## src/rtl/cfb_pkg.sv

```systemverilog
// Package: shared selector encoding for the compare flags and branch unit.
// Assumes a 3-bit selector; the code order is what the condition decoder uses.
package cfb_pkg;
    localparam int SEL_W = 3;

    typedef enum logic [SEL_W-1:0] {
        J_ABOVE  = 3'd0,
        J_AEQ    = 3'd1,
        J_BELOW  = 3'd2,
        J_BEQ    = 3'd3,
        J_EQUAL  = 3'd4,
        J_NEQUAL = 3'd5,
        J_ALWAYS = 3'd6,
        J_NONE   = 3'd7
    } jcode_e;

    typedef struct packed {
        logic below;
        logic equal;
    } flags_t;
endpackage

```

## src/rtl/cfb_flag_store.sv

```systemverilog
// Module: holds the unsigned below/equal outcome of the latest compare.
// Assumes operands are valid in the cycle cmp_go is high; the flags reset to
// not-below, not-equal and change only on a compare strobe.
module cfb_flag_store #(
    parameter int W = 16
) (
    input  logic            clk,
    input  logic            rst_n,
    input  logic            cmp_go,
    input  logic [W-1:0]    opnd_a,
    input  logic [W-1:0]    opnd_b,
    output cfb_pkg::flags_t flags
);
    cfb_pkg::flags_t fresh;

    // Purpose: unsigned magnitude and equality of the two operands.
    always_comb begin
        fresh.below = (opnd_a < opnd_b);
        fresh.equal = (opnd_a == opnd_b);
    end

    // Purpose: capture the compare outcome on the strobe, hold otherwise.
    always_ff @(posedge clk) begin
        if (!rst_n) begin
            flags <= '0;
        end else if (cmp_go) begin
            flags <= fresh;
        end
    end

    // below and equal are mutually exclusive
    p_flags_exclusive_r2: assert property (@(posedge clk) disable iff (!rst_n)
        !(flags.below && flags.equal));

    // without a compare strobe the flags keep their value
    p_flags_hold_r3: assert property (@(posedge clk) disable iff (!rst_n)
        !cmp_go |=> $stable(flags));
endmodule

```

## src/rtl/cfb_cond_eval.sv

```systemverilog
// Module: decides whether the selected jump is taken from the stored flags.
// Assumes flags come from cfb_flag_store; code J_NONE is never taken and is
// flagged as unassigned.
module cfb_cond_eval (
    input  cfb_pkg::flags_t             flags,
    input  logic [cfb_pkg::SEL_W-1:0]   sel,
    output logic                        take,
    output logic                        unassigned
);
    import cfb_pkg::*;

    localparam int NCODE = 1 << SEL_W;

    logic [NCODE-1:0] cond_vec;

    // Purpose: derive every condition from the two flag bits.
    always_comb begin
        cond_vec           = '0;
        cond_vec[J_ABOVE]  = !flags.below && !flags.equal;
        cond_vec[J_AEQ]    = !flags.below;
        cond_vec[J_BELOW]  = flags.below;
        cond_vec[J_BEQ]    = flags.below || flags.equal;
        cond_vec[J_EQUAL]  = flags.equal;
        cond_vec[J_NEQUAL] = !flags.equal;
        cond_vec[J_ALWAYS] = 1'b1;
        cond_vec[J_NONE]   = 1'b0;
    end

    // Purpose: pick the selected condition and mark the unassigned code.
    always_comb begin
        take       = cond_vec[sel];
        unassigned = (jcode_e'(sel) == J_NONE);
    end
endmodule

```

## src/rtl/cfb_ip_select.sv

```systemverilog
// Module: registers the next instruction pointer and the jump status.
// Assumes take and unassigned are settled in the cycle jmp_go is high; all
// outputs hold between jump strobes.
module cfb_ip_select #(
    parameter int W = 16
) (
    input  logic         clk,
    input  logic         rst_n,
    input  logic         jmp_go,
    input  logic         take,
    input  logic         unassigned,
    input  logic [W-1:0] jmp_target,
    input  logic [W-1:0] ip_fall,
    output logic [W-1:0] ip_next,
    output logic         br_taken,
    output logic         bad_code
);
    // Purpose: load target or fall-through address and status on a jump.
    always_ff @(posedge clk) begin
        if (!rst_n) begin
            ip_next  <= '0;
            br_taken <= 1'b0;
            bad_code <= 1'b0;
        end else if (jmp_go) begin
            ip_next  <= take ? jmp_target : ip_fall;
            br_taken <= take;
            bad_code <= unassigned;
        end
    end

    // a jump not taken yields the fall-through address
    p_fall_through_r6: assert property (@(posedge clk) disable iff (!rst_n)
        jmp_go && !take |=> (ip_next == $past(ip_fall)) && !br_taken);

    // an unassigned code is never taken
    p_illegal_not_taken_r7: assert property (@(posedge clk) disable iff (!rst_n)
        jmp_go && unassigned |=> bad_code && !br_taken);

    // outputs hold without a jump strobe
    p_outputs_hold_r8: assert property (@(posedge clk) disable iff (!rst_n)
        !jmp_go |=> $stable(ip_next) && $stable(br_taken) && $stable(bad_code));
endmodule

```

## src/rtl/cfb_unit.sv

```systemverilog
// Module: top of the compare flags and branch unit.
// Assumes one compare and one jump strobe at most per cycle; a jump in the
// same cycle as a compare sees the flags from before that compare.
module cfb_unit #(
    parameter int W = 16
) (
    input  logic                      clk,
    input  logic                      rst_n,
    input  logic                      cmp_go,
    input  logic [W-1:0]              opnd_a,
    input  logic [W-1:0]              opnd_b,
    input  logic                      jmp_go,
    input  logic [cfb_pkg::SEL_W-1:0] jmp_sel,
    input  logic [W-1:0]              jmp_target,
    input  logic [W-1:0]              ip_fall,
    output logic [W-1:0]              ip_next,
    output logic                      br_taken,
    output logic                      bad_code
);
    cfb_pkg::flags_t flags;
    logic            take;
    logic            unassigned;

    cfb_flag_store #(.W(W)) u_flags (
        .clk    (clk),
        .rst_n  (rst_n),
        .cmp_go (cmp_go),
        .opnd_a (opnd_a),
        .opnd_b (opnd_b),
        .flags  (flags)
    );

    cfb_cond_eval u_cond (
        .flags      (flags),
        .sel        (jmp_sel),
        .take       (take),
        .unassigned (unassigned)
    );

    cfb_ip_select #(.W(W)) u_sel (
        .clk        (clk),
        .rst_n      (rst_n),
        .jmp_go     (jmp_go),
        .take       (take),
        .unassigned (unassigned),
        .jmp_target (jmp_target),
        .ip_fall    (ip_fall),
        .ip_next    (ip_next),
        .br_taken   (br_taken),
        .bad_code   (bad_code)
    );

    // the unconditional code always loads the target
    p_always_jump_r5: assert property (@(posedge clk) disable iff (!rst_n)
        jmp_go && (jmp_sel == 3'd6) |=> br_taken && (ip_next == $past(jmp_target)));

    // legal codes clear the illegal indication
    p_legal_clears_r7: assert property (@(posedge clk) disable iff (!rst_n)
        jmp_go && (jmp_sel != 3'd7) |=> !bad_code);
endmodule

```

## config.mk

```make
export PLATFORM = sky130hd
export DESIGN_NAME = cfb_unit
export DESIGN_NICKNAME = d
export VERILOG_FILES = /design/src/rtl/cfb_pkg.sv /design/src/rtl/cfb_flag_store.sv /design/src/rtl/cfb_cond_eval.sv /design/src/rtl/cfb_ip_select.sv /design/src/rtl/cfb_unit.sv
export SDC_FILE = /design/constraint.sdc
export NUM_CORES = 1
export LEC_CHECK = 0
export ABC_AREA = 1
export BUFFER_PORTS_ARGS = -buffer_cell sky130_fd_sc_hd__buf_2
export CORE_ASPECT_RATIO = 0.75
export CORE_UTILIZATION = 25
export CTS_CLUSTER_DIAMETER = 80
export DETAILED_ROUTE_END_ITERATION = 7
export PLACE_DENSITY = 0.58
export SLEW_MARGIN = 20
export SYNTH_ARGS = -nofsm -noshare
export SYNTH_HDL_FRONTEND = slang
export SYNTH_HIERARCHICAL = 1
export SYNTH_SLANG_ARGS = --single-unit
export TNS_END_PERCENT = 30
```

## constraint.sdc

```tcl
create_clock -name clk -period 3.8 [get_ports clk]
set_input_delay 0.57 -clock clk [delete_from_list [all_inputs] [get_ports clk]]
set_output_delay 0.57 -clock clk [all_outputs]
set_load 0.03 [all_outputs]
```

# After elaboration in Yosys (flattened, before gate mapping)
# Index checks and enable logic that the tools add are counted.
# word_totals
reg_bits,20
in_bits,71
output_inout_bits,18
# classes
n_lt_le_gt_ge,2
n_eq_ne,2
mux,3
n_reduce_logical,4
# ops
operator,n
$eq 16x16->1,1
$lt 16x16->1,1
$mux 16,1
$lt 3x4->1 const B,1
$bmux 1 s3,1
$eq 3x3->1 const B,1
$logic_not 1->1,2
$logic_and 1x1->1,1
$logic_or 1x1->1,1
$mux 1,1

# Longest topological paths before layout
# logic_depth
word_depth,5
mapped_depth,12
ltp_nobuf,12

# Modules after synthesis
# The synthesis kept the hierarchy.
# modules_own_cells
module,instances,cells_per_inst,area_per_inst_um2,seq_area_each_um2
cfb_ip_select,1,145,953.4,360.3
cfb_flag_store,1,85,519.2,40.0
cfb_cond_eval,1,17,70.1,0.0

# Least setup slack after synthesis
# Ideal clock, no wire load.
# synth_path
path_kind,input to register
from,input port opnd_b[15]
to,"register, netlist name u_flags/flags[1]"
setup_time_ns,0.111
t_arrival_ns,1.452
required_time_ns,3.689
slack_ns,2.236
cell_stages,11
n_path_buf,0
path_cell_list,inv_1 > ha_1 > nand2_1 > nor2_2 > nand2_1 > nor2_2 > nand2_1 > nand2_1 > nor2_1 > nor2_1 > nor2_1
# synth_between
elab_chain_cells,1
# synth_rtl
item,line_no,rtl
start: declaration,cfb_unit.sv:11,"input logic [W-1:0] opnd_b,"
$lt 16x16->1,cfb_flag_store.sv:18,fresh.below = (opnd_a < opnd_b);
# Every way passes these cells.
# A chain may end at the register's enable or synchronous reset.

# Final worst setup path
# layout_path
from,input port jmp_sel[0] in the netlist's numbering
to,register u_sel.ip_next[0]
# layout_between
elab_chain_cells,3
# layout_rtl
item,line_no,rtl
start: declaration,cfb_unit.sv:13,"input logic [cfb_pkg::SEL_W-1:0] jmp_sel,"
$bmux 1 s3,cfb_cond_eval.sv:31,take = cond_vec[sel];
$mux 1 (implied by the code),cfb_cond_eval.sv:31,
net take,cfb_unit.sv:21,logic take;
$mux 16,cfb_ip_select.sv:25,ip_next <= take ? jmp_target : ip_fall;
end signal: assignment,cfb_ip_select.sv:25,
end: declaration,cfb_ip_select.sv:14,"output logic [W-1:0] ip_next,"
# The timed path passes the listed nets, and every way through them passes these cells. The select of a mux whose other input is x is not followed.

==> impl_metrics.csv <==
group,metric,value,unit
outcome,status,"finished, final reports clean",
clocking,clk_pin_slew,0.08,ns
sta,finalHoldViolCount,0,
yosys,synthesis.area,1540,um^2
sta,fin_setup_tns,0,ns
sta,fin_crit_sh,0.462,
final_layout,area.growth.synth_to_final,34.2,%
clocking,post_cts.repair.setup_buffers,0,
routing,dr_wl_met3,166,um
sta,rsz0062_at_grt,"no",
yosys,ys_warn_count,6,
routing,drt_iter0_drc,47,
critical_path,cp.arrival,1.93,ns
sta,drv_slew,0,
routing,drt-pass1-iter-count,4,
grt,track_usage,0.126,
critical_path,critPathLaunch,"jmp_sel[0]",
job,drv_cap,0,
yosys,synth_fa_ha_area_frac,0.130,
final_layout,antenna_cells,0,
routing,wirelength_met1,1910,um
critical_path,critPathMaxFanout,17,
routing,vias_per_cell,4.10,
yosys,synth_top_family_by_area,"simple AND/OR/NAND/NOR gates",
yosys,netlist_instances,247,
die,dieArea,6490,um^2
clocking,hold_buffers,0,
sta,hold-worst-slack,0.511,ns
yosys,ys_ff_latch,20,
clocking,cts_tree,"built",
sta,finalSetupViolCount,0,
grt,grt_pass1_wl,6560,um
final_layout,final_nets,419,
sta,fmax,569,MHz
routing,wl_per_cell,9.49,um
die,io_pins,89,
routing,routed_wl,3880,um
routing,num_vias,1677,
placement,io_buffers,88,
sta,worst_slew_pin_slew,0.722,ns
critical_path,r2r_setup_slack,2.13,ns
sta,slew_headroom,0.517,
die,initial_utilization,0.262,
sta,timing.final.crit_period,1.76,ns
grt,grt_pass1_vias,1581,
clocking,cts_max_level,1,
critical_path,worstSetupStartpointType,"input pin",
critical_path,rr_startpoint,"u_flags/flags[0]",
power,power_density,318,nW/um^2
hold_path,whs_endpoint,"u_sel/br_taken",
grt,grt_overflow,0,
critical_path,reg2regPathDepth,10,
routing,met2WireLength,1710,um
yosys,yosysSeqAreaShare,0.260,
clocking,cts_resized,0,
yosys,synth_compound_area_frac,0.0357,
yosys,muxShareOfSynthArea,0,
sta,fin_skew,0.00607,ns
yosys,synthSimpleGateAreaFrac,0.401,
critical_path,crit_type,"in2reg",
die,num_rows,24,
final_layout,drive_gt1_frac,0.338,
hold_path,min_path_cells,2,
power,vdd_drop_max,119,uV
placement,gp_congestion,0.802,
die,die_x,92.7,um
hold_path,hp-start,"u_sel/br_taken",
grt,antenna_found_initial,0,
power,p_leak,1.29,nW
clocking,cts_buffers,3,
clocking,insertion_delay,0.27,ns
yosys,synth.distinct_cells,20,
yosys,synth_xor_area_frac,0,
placement,dp_hpwl,3130,um
routing,ant_nets,0,
critical_path,r2r_end,"u_sel/ip_next[0]",
routing,post-route-drc-count,0,
die,die_h,70.0,um
grt,grt_max_degree,37,
die,core_area,5890,um^2
critical_path,cp.required,3.97,ns
hold_path,hp-class,"reg2reg",
routing,routed.top_layer,"met4",
clocking,cts_sinks,20,
clocking,cts_root_buf,"clkbuf_8",
yosys,synth_area_per_cell,6.25,um^2
yosys,syn_nets,334,
clocking,clk_path_buf_depth,2,
critical_path,end_kind,"register",
cell usage after synthesis:
library cell  count  area [um^2]
a21oi_1           8         40.0
buf_12            1         20.0
buf_2             1         5.00
buf_4             3         22.5
buf_6             3         33.8
dfxtp_1          20          400
ha_1             16          200
inv_1            42          158
inv_2             5         18.8
inv_8             1         11.3
nand2_1          69          259
nand2_2           9         56.3
nand3_1          17         85.1
nand3_2           3         30.0
nand3b_1          2         15.0
nand4_1           1         6.26
nor2_1           41          154
nor2_2            2         12.5
o21ai_0           1         5.00
o21ai_1           2         10.0
critical path, stage by stage:
cell,delay [ns]
buf_2,0.11
nand2_1,0.07
inv_1,0.04
nor2_1,0.09
nand2_1,0.05
nand2_1,0.53
inv_8,0.16
nand2_1,0.10
nand3_1,0.07
nand2_1,0.09
inv_1,0.04
kinds of logic after synthesis:
family / Yosys count
compound gates: 11
buf+inv: 56
fa+ha+maj: 16
simple gates: 144
flops: 20
cell usage in the layout, fill, tap and decap left out, types with 5 or more instances in the layout:
master,Yosys,layout
buf_2,1,88
nand2_1,69,69
inv_1,42,42
nor2_1,41,41
dfxtp_1,20,20
nand3_1,17,17
ha_1,16,16
nand2_2,9,9
a21oi_1,8,8
inv_2,5,5
worst max-delay path by stage:
stage                       endpoint  depth (start not counted)
global placement    u_sel/ip_next[3]                         11
floorplan           u_flags/flags[1]                         11
finish              u_sel/ip_next[0]                         11
global route        u_sel/ip_next[6]                         11
CTS                 u_sel/ip_next[4]                         11
detailed placement  u_sel/ip_next[4]                         11
layout make-up:
type / instances / area [um^2]
clock buffers: 3 / 41.3
clock inverters: 1 / 30.0
fillers: 679 / 3810
inverters: 48 / 188
multi-input cells: 171 / 873
flip-flops and latches: 20 / 400
well taps: 78 / 97.6
repair buffers: 88 / 440
registers in the layout, indices dropped and copies added, names as in the netlist:
register,flops
u_flags/flags,2
u_sel/br_taken,1
u_sel/ip_next,16
u_sel/bad_code,1
layer usage:
metal / vias to the layer above / GRT usage
met5: - / 0
met4: 0 / 0.0564
met3: 9 / 0.0240
met2: 39 / 0.202
met1: 718 / 0.165
li1: 911 / -
through the flow:
step / setup WS (ns) / cell area (um^2) / total power, mW / util / instances
2_1_floorplan: 2.24 / 1540 / 0.387 / - / 247
3_3_place_gp: 1.77 / 2000 / 0.445 / 0.340 / 405
3_5_place_dp: 1.76 / 2000 / 0.448 / 0.340 / 405
4_1_cts: 2.06 / 2070 / 0.671 / 0.352 / 409
5_1_grt: 1.93 / 2070 / 0.707 / 0.352 / 409
6_report: 2.04 / 2070 / 0.658 / 0.352 / 409
report_power, final:
group,leakage (nW),switching (mW),internal [mW]
logic,1.09,0.126,0.0806
clock network,0.0357,0.0762,0.141
registers,0.166,0.00810,0.227
total,1.29,0.210,0.448
No activity file was read; power rests on OpenSTA's default activity.
